--- config.mk ---
export PLATFORM = sky130hd
export DESIGN_NAME = pll_retune_seq
export DESIGN_NICKNAME = d
export VERILOG_FILES = /design/src/rtl/pll_seq_pkg.sv /design/src/rtl/pll_seq_settle.sv /design/src/rtl/pll_seq_downcnt.sv /design/src/rtl/pll_retune_seq.sv
export SDC_FILE = /design/constraint.sdc
export NUM_CORES = 1
export LEC_CHECK = 0
export BUFFER_PORTS_ARGS = -buffer_cell sky130_fd_sc_hd__buf_4
export CAP_MARGIN = 40
export CORE_MARGIN = 2
export CORE_UTILIZATION = 45
export CTS_BUF_LIST = sky130_fd_sc_hd__clkbuf_16
export DETAILED_ROUTE_END_ITERATION = 16
export SYNTH_ARGS = -nofsm -noshare
export SYNTH_HDL_FRONTEND = slang
export SYNTH_SLANG_ARGS = --single-unit
--- constraint.sdc ---
create_clock -name clk -period 17.3 [get_ports clk]
set_input_delay 3.46 -clock clk [delete_from_list [all_inputs] [get_ports clk]]
set_output_delay 3.46 -clock clk [all_outputs]
set_load 0.02 [all_outputs]
--- src/rtl/pll_seq_pkg.sv ---
package pll_seq_pkg;

    localparam logic [1:0] MODE_SLOW   = 2'd0;
    localparam logic [1:0] MODE_NORMAL = 2'd1;
    localparam logic [1:0] MODE_DEEP   = 2'd2;

    typedef enum logic [2:0] {
        ST_IDLE,
        ST_RST_ON,
        ST_WRITE,
        ST_RST_OFF,
        ST_SETTLE,
        ST_POLL
    } seq_state_e;

endpackage

--- src/rtl/pll_seq_settle.sv ---
// Settling time in clock cycles for a given input divide value.
module pll_seq_settle #(
    parameter int NR_W       = 6,
    parameter int CYC_PER_US = 24,
    parameter int CNT_W      = 32
) (
    input  logic [NR_W-1:0]  nr_i,
    output logic [CNT_W-1:0] cycles_o
);
    localparam int PW = NR_W + 10;

    logic [PW-1:0] usec;

    always_comb begin
        usec     = (PW'(nr_i) * PW'(500)) / PW'(24) + PW'(1);
        cycles_o = CNT_W'(usec) * CNT_W'(CYC_PER_US);
    end
endmodule

--- src/rtl/pll_seq_downcnt.sv ---
// Shared down-counter for the settle wait and the lock poll window.
module pll_seq_downcnt #(
    parameter int W = 32
) (
    input  logic         clk,
    input  logic         rst_n,
    input  logic         load_i,
    input  logic [W-1:0] val_i,
    input  logic         dec_i,
    output logic         zero_o
);
    logic [W-1:0] cnt_d, cnt_q;

    always_comb begin
        cnt_d = cnt_q;
        if (load_i)
            cnt_d = val_i;
        else if (dec_i && cnt_q != '0)
            cnt_d = cnt_q - W'(1);
    end

    always_ff @(posedge clk or negedge rst_n) begin
        if (!rst_n) cnt_q <= '0;
        else        cnt_q <= cnt_d;
    end

    assign zero_o = (cnt_q == '0);
endmodule

--- src/rtl/pll_retune_seq.sv ---
module pll_retune_seq
    import pll_seq_pkg::*;
#(
    parameter int NR_W       = 6,
    parameter int NO_W       = 4,
    parameter int NF_W       = 13,
    parameter int NB_W       = 12,
    parameter int CYC_PER_US = 24,
    parameter int POLL_MAX   = 24000000
) (
    input  logic            clk,
    input  logic            rst_n,
    input  logic            start_i,
    input  logic [NR_W-1:0] nr_i,
    input  logic [NO_W-1:0] no_i,
    input  logic [NF_W-1:0] nf_i,
    input  logic [NB_W-1:0] nb_i,
    input  logic [1:0]      mode_i,
    input  logic            lock_i,
    output logic            mode_set_o,
    output logic [1:0]      mode_val_o,
    output logic            pll_rst_o,
    output logic [NR_W-1:0] nr_fld_o,
    output logic [NO_W-1:0] no_fld_o,
    output logic [NF_W-1:0] nf_fld_o,
    output logic [NB_W-1:0] nb_fld_o,
    output logic            busy_o,
    output logic            done_o,
    output logic            err_o
);
    localparam int DLY_W  = NR_W + 10 + $clog2(CYC_PER_US + 1);
    localparam int POLL_W = $clog2(POLL_MAX + 1);
    localparam int CNT_W  = (DLY_W > POLL_W) ? DLY_W : POLL_W;

    typedef struct packed {
        seq_state_e      state;
        logic            busy;
        logic            done;
        logic            err;
        logic            rst;
        logic            mset;
        logic [1:0]      mval;
        logic            remux;
        logic            retry;
        logic [NR_W-1:0] tgt_nr;
        logic [NO_W-1:0] tgt_no;
        logic [NF_W-1:0] tgt_nf;
        logic [NB_W-1:0] tgt_nb;
        logic [NR_W-1:0] sv_nr;
        logic [NO_W-1:0] sv_no;
        logic [NF_W-1:0] sv_nf;
        logic [NB_W-1:0] sv_nb;
        logic [NR_W-1:0] f_nr;
        logic [NO_W-1:0] f_no;
        logic [NF_W-1:0] f_nf;
        logic [NB_W-1:0] f_nb;
    } seq_regs_t;

    seq_regs_t        r_d, r_q;
    logic             cnt_load, cnt_dec, cnt_zero;
    logic [CNT_W-1:0] cnt_val;
    logic [CNT_W-1:0] settle_cyc;

    pll_seq_settle #(
        .NR_W(NR_W), .CYC_PER_US(CYC_PER_US), .CNT_W(CNT_W)
    ) u_settle (
        .nr_i(r_q.tgt_nr), .cycles_o(settle_cyc)
    );

    pll_seq_downcnt #(.W(CNT_W)) u_cnt (
        .clk(clk), .rst_n(rst_n), .load_i(cnt_load), .val_i(cnt_val),
        .dec_i(cnt_dec), .zero_o(cnt_zero)
    );

    always_comb begin
        r_d      = r_q;
        r_d.done = 1'b0;
        r_d.mset = 1'b0;
        cnt_load = 1'b0;
        cnt_dec  = 1'b0;
        cnt_val  = '0;
        unique case (r_q.state)
            ST_IDLE: begin
                if (start_i) begin
                    r_d.state  = ST_RST_ON;
                    r_d.busy   = 1'b1;
                    r_d.err    = 1'b0;
                    r_d.retry  = 1'b0;
                    r_d.tgt_nr = nr_i;
                    r_d.tgt_no = no_i;
                    r_d.tgt_nf = nf_i;
                    r_d.tgt_nb = nb_i;
                    r_d.sv_nr  = r_q.f_nr + NR_W'(1);
                    r_d.sv_no  = r_q.f_no + NO_W'(1);
                    r_d.sv_nf  = r_q.f_nf + NF_W'(1);
                    r_d.sv_nb  = r_q.f_nb + NB_W'(1);
                    r_d.remux  = (mode_i == MODE_NORMAL);
                    if (mode_i == MODE_NORMAL) begin
                        r_d.mset = 1'b1;
                        r_d.mval = MODE_SLOW;
                    end
                end
            end
            ST_RST_ON: begin
                r_d.rst   = 1'b1;
                r_d.state = ST_WRITE;
            end
            ST_WRITE: begin
                r_d.f_nr  = r_q.tgt_nr - NR_W'(1);
                r_d.f_no  = r_q.tgt_no - NO_W'(1);
                r_d.f_nf  = r_q.tgt_nf - NF_W'(1);
                r_d.f_nb  = r_q.tgt_nb - NB_W'(1);
                r_d.state = ST_RST_OFF;
            end
            ST_RST_OFF: begin
                r_d.rst   = 1'b0;
                cnt_load  = 1'b1;
                cnt_val   = settle_cyc - CNT_W'(1);
                r_d.state = ST_SETTLE;
            end
            ST_SETTLE: begin
                if (cnt_zero) begin
                    cnt_load  = 1'b1;
                    cnt_val   = CNT_W'(POLL_MAX - 1);
                    r_d.state = ST_POLL;
                end else begin
                    cnt_dec = 1'b1;
                end
            end
            ST_POLL: begin
                if (lock_i || (cnt_zero && r_q.retry)) begin
                    if (!lock_i) r_d.err = 1'b1;
                    r_d.state = ST_IDLE;
                    r_d.busy  = 1'b0;
                    r_d.done  = 1'b1;
                    if (r_q.remux) begin
                        r_d.mset = 1'b1;
                        r_d.mval = MODE_NORMAL;
                    end
                end else if (cnt_zero) begin
                    r_d.err    = 1'b1;
                    r_d.retry  = 1'b1;
                    r_d.tgt_nr = r_q.sv_nr;
                    r_d.tgt_no = r_q.sv_no;
                    r_d.tgt_nf = r_q.sv_nf;
                    r_d.tgt_nb = r_q.sv_nb;
                    r_d.state  = ST_RST_ON;
                end else begin
                    cnt_dec = 1'b1;
                end
            end
            default: r_d.state = ST_IDLE;
        endcase
    end

    always_ff @(posedge clk or negedge rst_n) begin
        if (!rst_n) begin
            r_q       <= '0;
            r_q.state <= ST_IDLE;
        end else begin
            r_q <= r_d;
        end
    end

    assign mode_set_o = r_q.mset;
    assign mode_val_o = r_q.mval;
    assign pll_rst_o  = r_q.rst;
    assign nr_fld_o   = r_q.f_nr;
    assign no_fld_o   = r_q.f_no;
    assign nf_fld_o   = r_q.f_nf;
    assign nb_fld_o   = r_q.f_nb;
    assign busy_o     = r_q.busy;
    assign done_o     = r_q.done;
    assign err_o      = r_q.err;
endmodule

Word level (Yosys, flattened, before mapping). Index checks and enable logic that the tools add are counted.

Bits in registers: 142. Output and inout bits: 42. Word-level logic and storage cells: 97. Bits of input ports: 41.

Muxes and demuxes: 31. Div/mod/pow operators: 1. Reduce and logical (&&, ||, !) cells: 15. Equal/unequal tests: 15. $mul: 2. Add/subtract/negate cells: 11.

Operator list (number): 2-to-1 mux 25 bit (3); 2-to-1 mux 75 bit (1); 2-to-1 mux 36 bit (2); one-hot mux 36 bit (2 select lines) (1); one-hot mux 25 bit (2 select lines) (1); zero test 25 bit (1); nonzero test 25 bit (1); subtractor 25 x 1 -> 25 bit (second input constant) (1); subtractor 21 x 1 -> 22 bit (second input constant) (1); multiplier 16 x 2 -> 18 bit (second input constant) (1); 2-to-1 mux 3 bit (6); one-hot mux 3 bit (6 select lines) (1); adder 16 x 1 -> 16 bit (second input constant) (1); divider 15 x 5 -> 16 bit (second input constant) (1); != test 2 bit (second input constant) (7); adder 13 x 1 -> 13 bit (second input constant) (1); multiplier 6 x 7 -> 13 bit (second input constant) (1); subtractor 13 x 1 -> 13 bit (second input constant) (1); adder 12 x 1 -> 12 bit (second input constant) (1); subtractor 12 x 1 -> 12 bit (second input constant) (1); one-hot mux 1 bit (2 select lines) (5); 2-to-1 mux 1 bit (8); AND reduction 4 bit (2); adder 6 x 1 -> 6 bit (second input constant) (1); 18 further kinds (25).

Logic depth before layout (Yosys ltp).
Depth after elaboration: 8. Gate-level depth with buffers: 40. Depth with buffers taken out: 40.

Cells and area by module. A second synthesis with hierarchy kept.

Cell total of the unflattened synthesis: 1414. Area, all modules: 11780.0 um^2.

By module, submodules not included: pll_retune_seq (seq. area each 2902.8 um^2, instances 1, area each 6399.9 um^2, cells an instance 736); pll_seq_settle (seq. area each 0.0 um^2, instances 1, area each 3824.9 um^2, cells an instance 516); pll_seq_downcnt (seq. area each 625.6 um^2, instances 1, area each 1555.2 um^2, cells an instance 162).

Least setup slack after synthesis. Ideal clock, no wire load.

Kind: flip-flop to flip-flop. Start point: register r_q[99] (netlist bit). End point: register u_cnt.cnt_q[23]. Setup slack: 8.624 ns. Arrival time: 8.596 ns. Path buffers: 1. Stages on the path, launching flop included: 40. Required time: 17.221 ns. Path through: dfrtp_1 -> fa_1 -> ha_1 -> inv_1 -> fa_1 -> inv_1 -> ha_1 -> fa_1 -> a211oi_4 -> nor4_2 -> or4_4 -> a211oi_2 -> mux2i_2 -> o2111ai_4 -> nor3_2 -> a211oi_1 -> o22ai_1 -> or2_0 -> [... 4 more ...] -> ha_1 -> xnor2_1 -> inv_1 -> fa_1 -> nor2b_1 -> o21ai_0 -> a21boi_0 -> o21ai_0 -> a21boi_0 -> o21ai_0 -> nand2b_1 -> a21o_1 -> a21o_1 -> xor2_1 -> nor4_1 -> nand2_1 -> a21oi_1 -> a2bb2oi_1.

Word-level cells in the longest chain between the ends: 7.

Ends and longest elaborated chain: from (decl) (RTL line pll_retune_seq.sv:59) `seq_regs_t r_d, r_q;`; from (signal assigned) (RTL line pll_retune_seq.sv:161) `r_q <= r_d;`; multiplier 6 x 7 -> 13 bit (RTL line pll_seq_settle.sv:15) `usec = (PW'(nr_i) * PW'(500)) / PW'(24) + PW'(1);`; divider 15 x 5 -> 16 bit (RTL line pll_seq_settle.sv:15); adder 16 x 1 -> 16 bit (RTL line pll_seq_settle.sv:15); multiplier 16 x 2 -> 18 bit (RTL line pll_seq_settle.sv:16) `cycles_o = CNT_W'(usec) * CNT_W'(CYC_PER_US);`; subtractor 21 x 1 -> 22 bit (RTL line pll_retune_seq.sv:118) `cnt_val = settle_cyc - CNT_W'(1);`; one-hot mux 25 bit (2 select lines) (RTL line pll_retune_seq.sv:82) `unique case (r_q.state)`; 2-to-1 mux 25 bit (RTL line pll_seq_downcnt.sv:16) `if (load_i)`; to (signal assigned) (RTL line pll_seq_downcnt.sv:24) `else cnt_q <= cnt_d;`; to (decl) (RTL line pll_seq_downcnt.sv:12) `logic [W-1:0] cnt_d, cnt_q;`.

Every way passes these cells. A chain may end at the register's enable or synchronous reset.

Final worst setup path.
Start point: register r_q[103] (netlist bit). End point: register u_cnt.cnt_q[23].

Same word-level chain as after synthesis.

==> impl_results.md <==
* Crit path max-delay family: simple AND/OR/NAND/NOR gates
* Cts hold-fix bufs at 0
* Synth cell types at 76
* Worst rel slew slack at 0.388
* Final Cycle Share at 0.581
* Met3 Use GR at 0.0351
* Core ar. at 22500 um2
* CP startpoint: r_q[103]$_DFFE_PN0P_
* Row count at 55
* Type of the worst min-delay path: register to register
* Final Hold Vio Count at 0
* Number of DRC markers in iteration 0 at 459
* Layout Nets at 1371
* Largest net degree at the start of global routing at 74
* Outcome: complete, no violations
* Post-DP HPWL at 17700 um
* Die Span Y at 155 um
* First-pass GRT wire length at 41200 um
* Cell taking the most area after synthesis: dfrtp_1
* DIE WIDTH at 155 um
* Share of post-route cells with drive strength above 1 at 0.114
* CP Buf/Inv Count at 4
* Syn Area/Cell at 8.22 um2
* Worst Setup Start Kind: register
* Share of flip-flops with an asynchronous set or reset at 1.00
* Area delta synth->final at 11.8%
* CTS Sinks at 141
* Vias in the first global route at 8250
* Setup WS pre-CTS at 7280 ps
* Top_reg_cell synth: dfrtp_1
* Port Buffers at 81
* Slowest stage delay, CP at 660 ps
* Clock Skew at 14.8 ps
* Placed Cells at 1530
* R2r startpoint: r_q[103]$_DFFE_PN0P_
* WP depth at 37
* Required time of the critical path at 17650 ps
* #FFs+latches synth at 141
* Top cells by area, synth: dfrtp_1, ha_1, nand2_1, o21ai_0, a21oi_1
* Worst-margin pin slew at 910 ps
* Max Clock Freq at 99.6 MHz
* Initial antenna violation count at 1
* Synthesized instance count at 1247
* Root Buffer: clkbuf_16
* Final std cells w/o fill at 1563
* Final Util at 0.509
* GRT Overall Usage at 0.210
* Setup repair after global routing missed its margin: no
* Clock Path Buffers at 2
* Worst setup path class: register to register
* I/O pin total at 83
* Die area at 24000 um2
* Final WS setup at 7260 ps
* 1st-pass router iterations at 5
* Post-route ant nets at 0
* Max-cap violation count at 0
* Num CTS Buffers at 17
* Clock transition at path regs at 60 ps
* Final setup TNS at 0 ps
* CTS tree: done
* GR Overflow Total at 0
* Ys Warns at 0
* Post-CTS resize count at 0
* Worst setup path end: u_cnt.cnt_q[23]$_DFFE_PN0P_
* Starting density of the core at 0.456
* Endpoints failing setup at 0
* Routed WL at 24700 um
* Gpl congestion at 0.867
* # DRC at 0
* GR Util met2 at 0.356
* # Post-CTS Setup Buffers at 0
* Global route hottest layer: met2
* Most frequent cell after synthesis: nand2_1
* Worst-path maximum fanout at 13
* Commonest cells in the netlist: nand2_1, dfrtp_1, o21ai_0
* CP arrival at 10390 ps
* Post-synth EDFFs at 0
* RR Endpoint: u_cnt.cnt_q[23]$_DFFE_PN0P_
* Htree depth at 4
* Routed vias at 8629
* R2R cell count at 37
* Clk Latency, worst-skew pair at 430 ps
* Seq/Total Area, Yosys at 0.344
* Synth top area share at 0.344
* Routed len/inst at 15.8 um
* R2R Setup Slk at 7260 ps
* Crit end category: register
* Slew Limit Fails at 0
* Cell area after synthesis at 10300 um2
* Fin crit period at 10040 ps
* Via-to-Cell Ratio at 5.52
* Met1 Usage GRT at 0.277
* Crit-path slowest cell: nor2_1
[how the worst min path moves through the flow]
stage,startpoint,endpoint,cells past startpoint
after floorplan,r_q[36]$_DFFE_PN0P_,r_q[36]$_DFFE_PN0P_,2
after global placement,r_q[65]$_DFFE_PN0P_,r_q[65]$_DFFE_PN0P_,2
after detailed placement,r_q[65]$_DFFE_PN0P_,r_q[65]$_DFFE_PN0P_,2
after CTS,r_q[61]$_DFFE_PN0P_,r_q[61]$_DFFE_PN0P_,2
after global routing,r_q[61]$_DFFE_PN0P_,r_q[61]$_DFFE_PN0P_,2
final,r_q[61]$_DFFE_PN0P_,r_q[61]$_DFFE_PN0P_,2
[state kept, by name (all words and copies together), names as in the netlist]
signal,count
r_q,75
u_cnt.cnt_q,25
nf_fld_o,13
nb_fld_o,12
nr_fld_o,6
no_fld_o,4
busy_o,1
done_o,1
err_o,1
mode_set_o,1
mode_val_o,1
pll_rst_o,1
[worst min-delay path: stages (launching register included)]
cell     delay (ps)
dfrtp_1         340
nand2_1          50
nand2_1          50
[final cells by class]
class	instances	area (um2)
Inverter	57	214
Fill cell	2206	11000
Antenna cell	1	2.50
Clock buffer	17	425
Timing Repair Buffer	93	754
Clock inverter	15	173
Multi-Input combinational cell	954	6010
Tap cell	285	357
Sequential cell	141	3530
[layer usage]
layer / routed length, um / share of wire
met2: 12000 / 0.48
met4: 325 / 0.013
met1: 11400 / 0.46
met5: 0 / 0
met3: 957 / 0.039
[logic make-up (layout without fill, tap and decap cells)]
family | after synthesis | after routing | share of synthesized area
simple gates | 454 | 454 | 0.210
compound gates | 337 | 337 | 0.202
buf+inv | 155 | 182 | 0.0721
flops | 141 | 141 | 0.344
xor+xnor | 88 | 88 | 0.0752
fa+ha+maj | 68 | 68 | 0.0928
mux | 3 | 3 | 0.00342
other cells | 1 | 5 | 0.000366
[metrics by stage]
step                      cell area [um2]  hold slack [ps]
after global placement              10800              459
after detailed placement            10900              463
after global routing                11500              498
final                               11500              475
after CTS                           11500              478
after floorplan                     10300              447
[layout by cell type (no fill, tap or decap), types with 7 or more instances in the layout]
master,Yosys,layout
nor4_1,13,13
nand2b_1,10,10
a211oi_1,22,21
or3_1,14,13
nor2b_1,8,8
nand3_1,29,29
a21o_1,7,7
nor3_1,30,30
and3_1,48,48
ha_1,52,52
dfrtp_1,141,141
o21ai_0,117,117
nor2_1,102,101
buf_4,38,89
xnor2_1,51,51
fa_1,14,14
a21oi_1,110,110
clkbuf_16,0,17
a31oi_1,10,10
xor2_1,37,37
nand2_1,165,165
inv_1,55,55
Power is left out: the tool's default activity adds up to more than one toggle a clock period on the data nets, which glitch-free logic cannot reach.
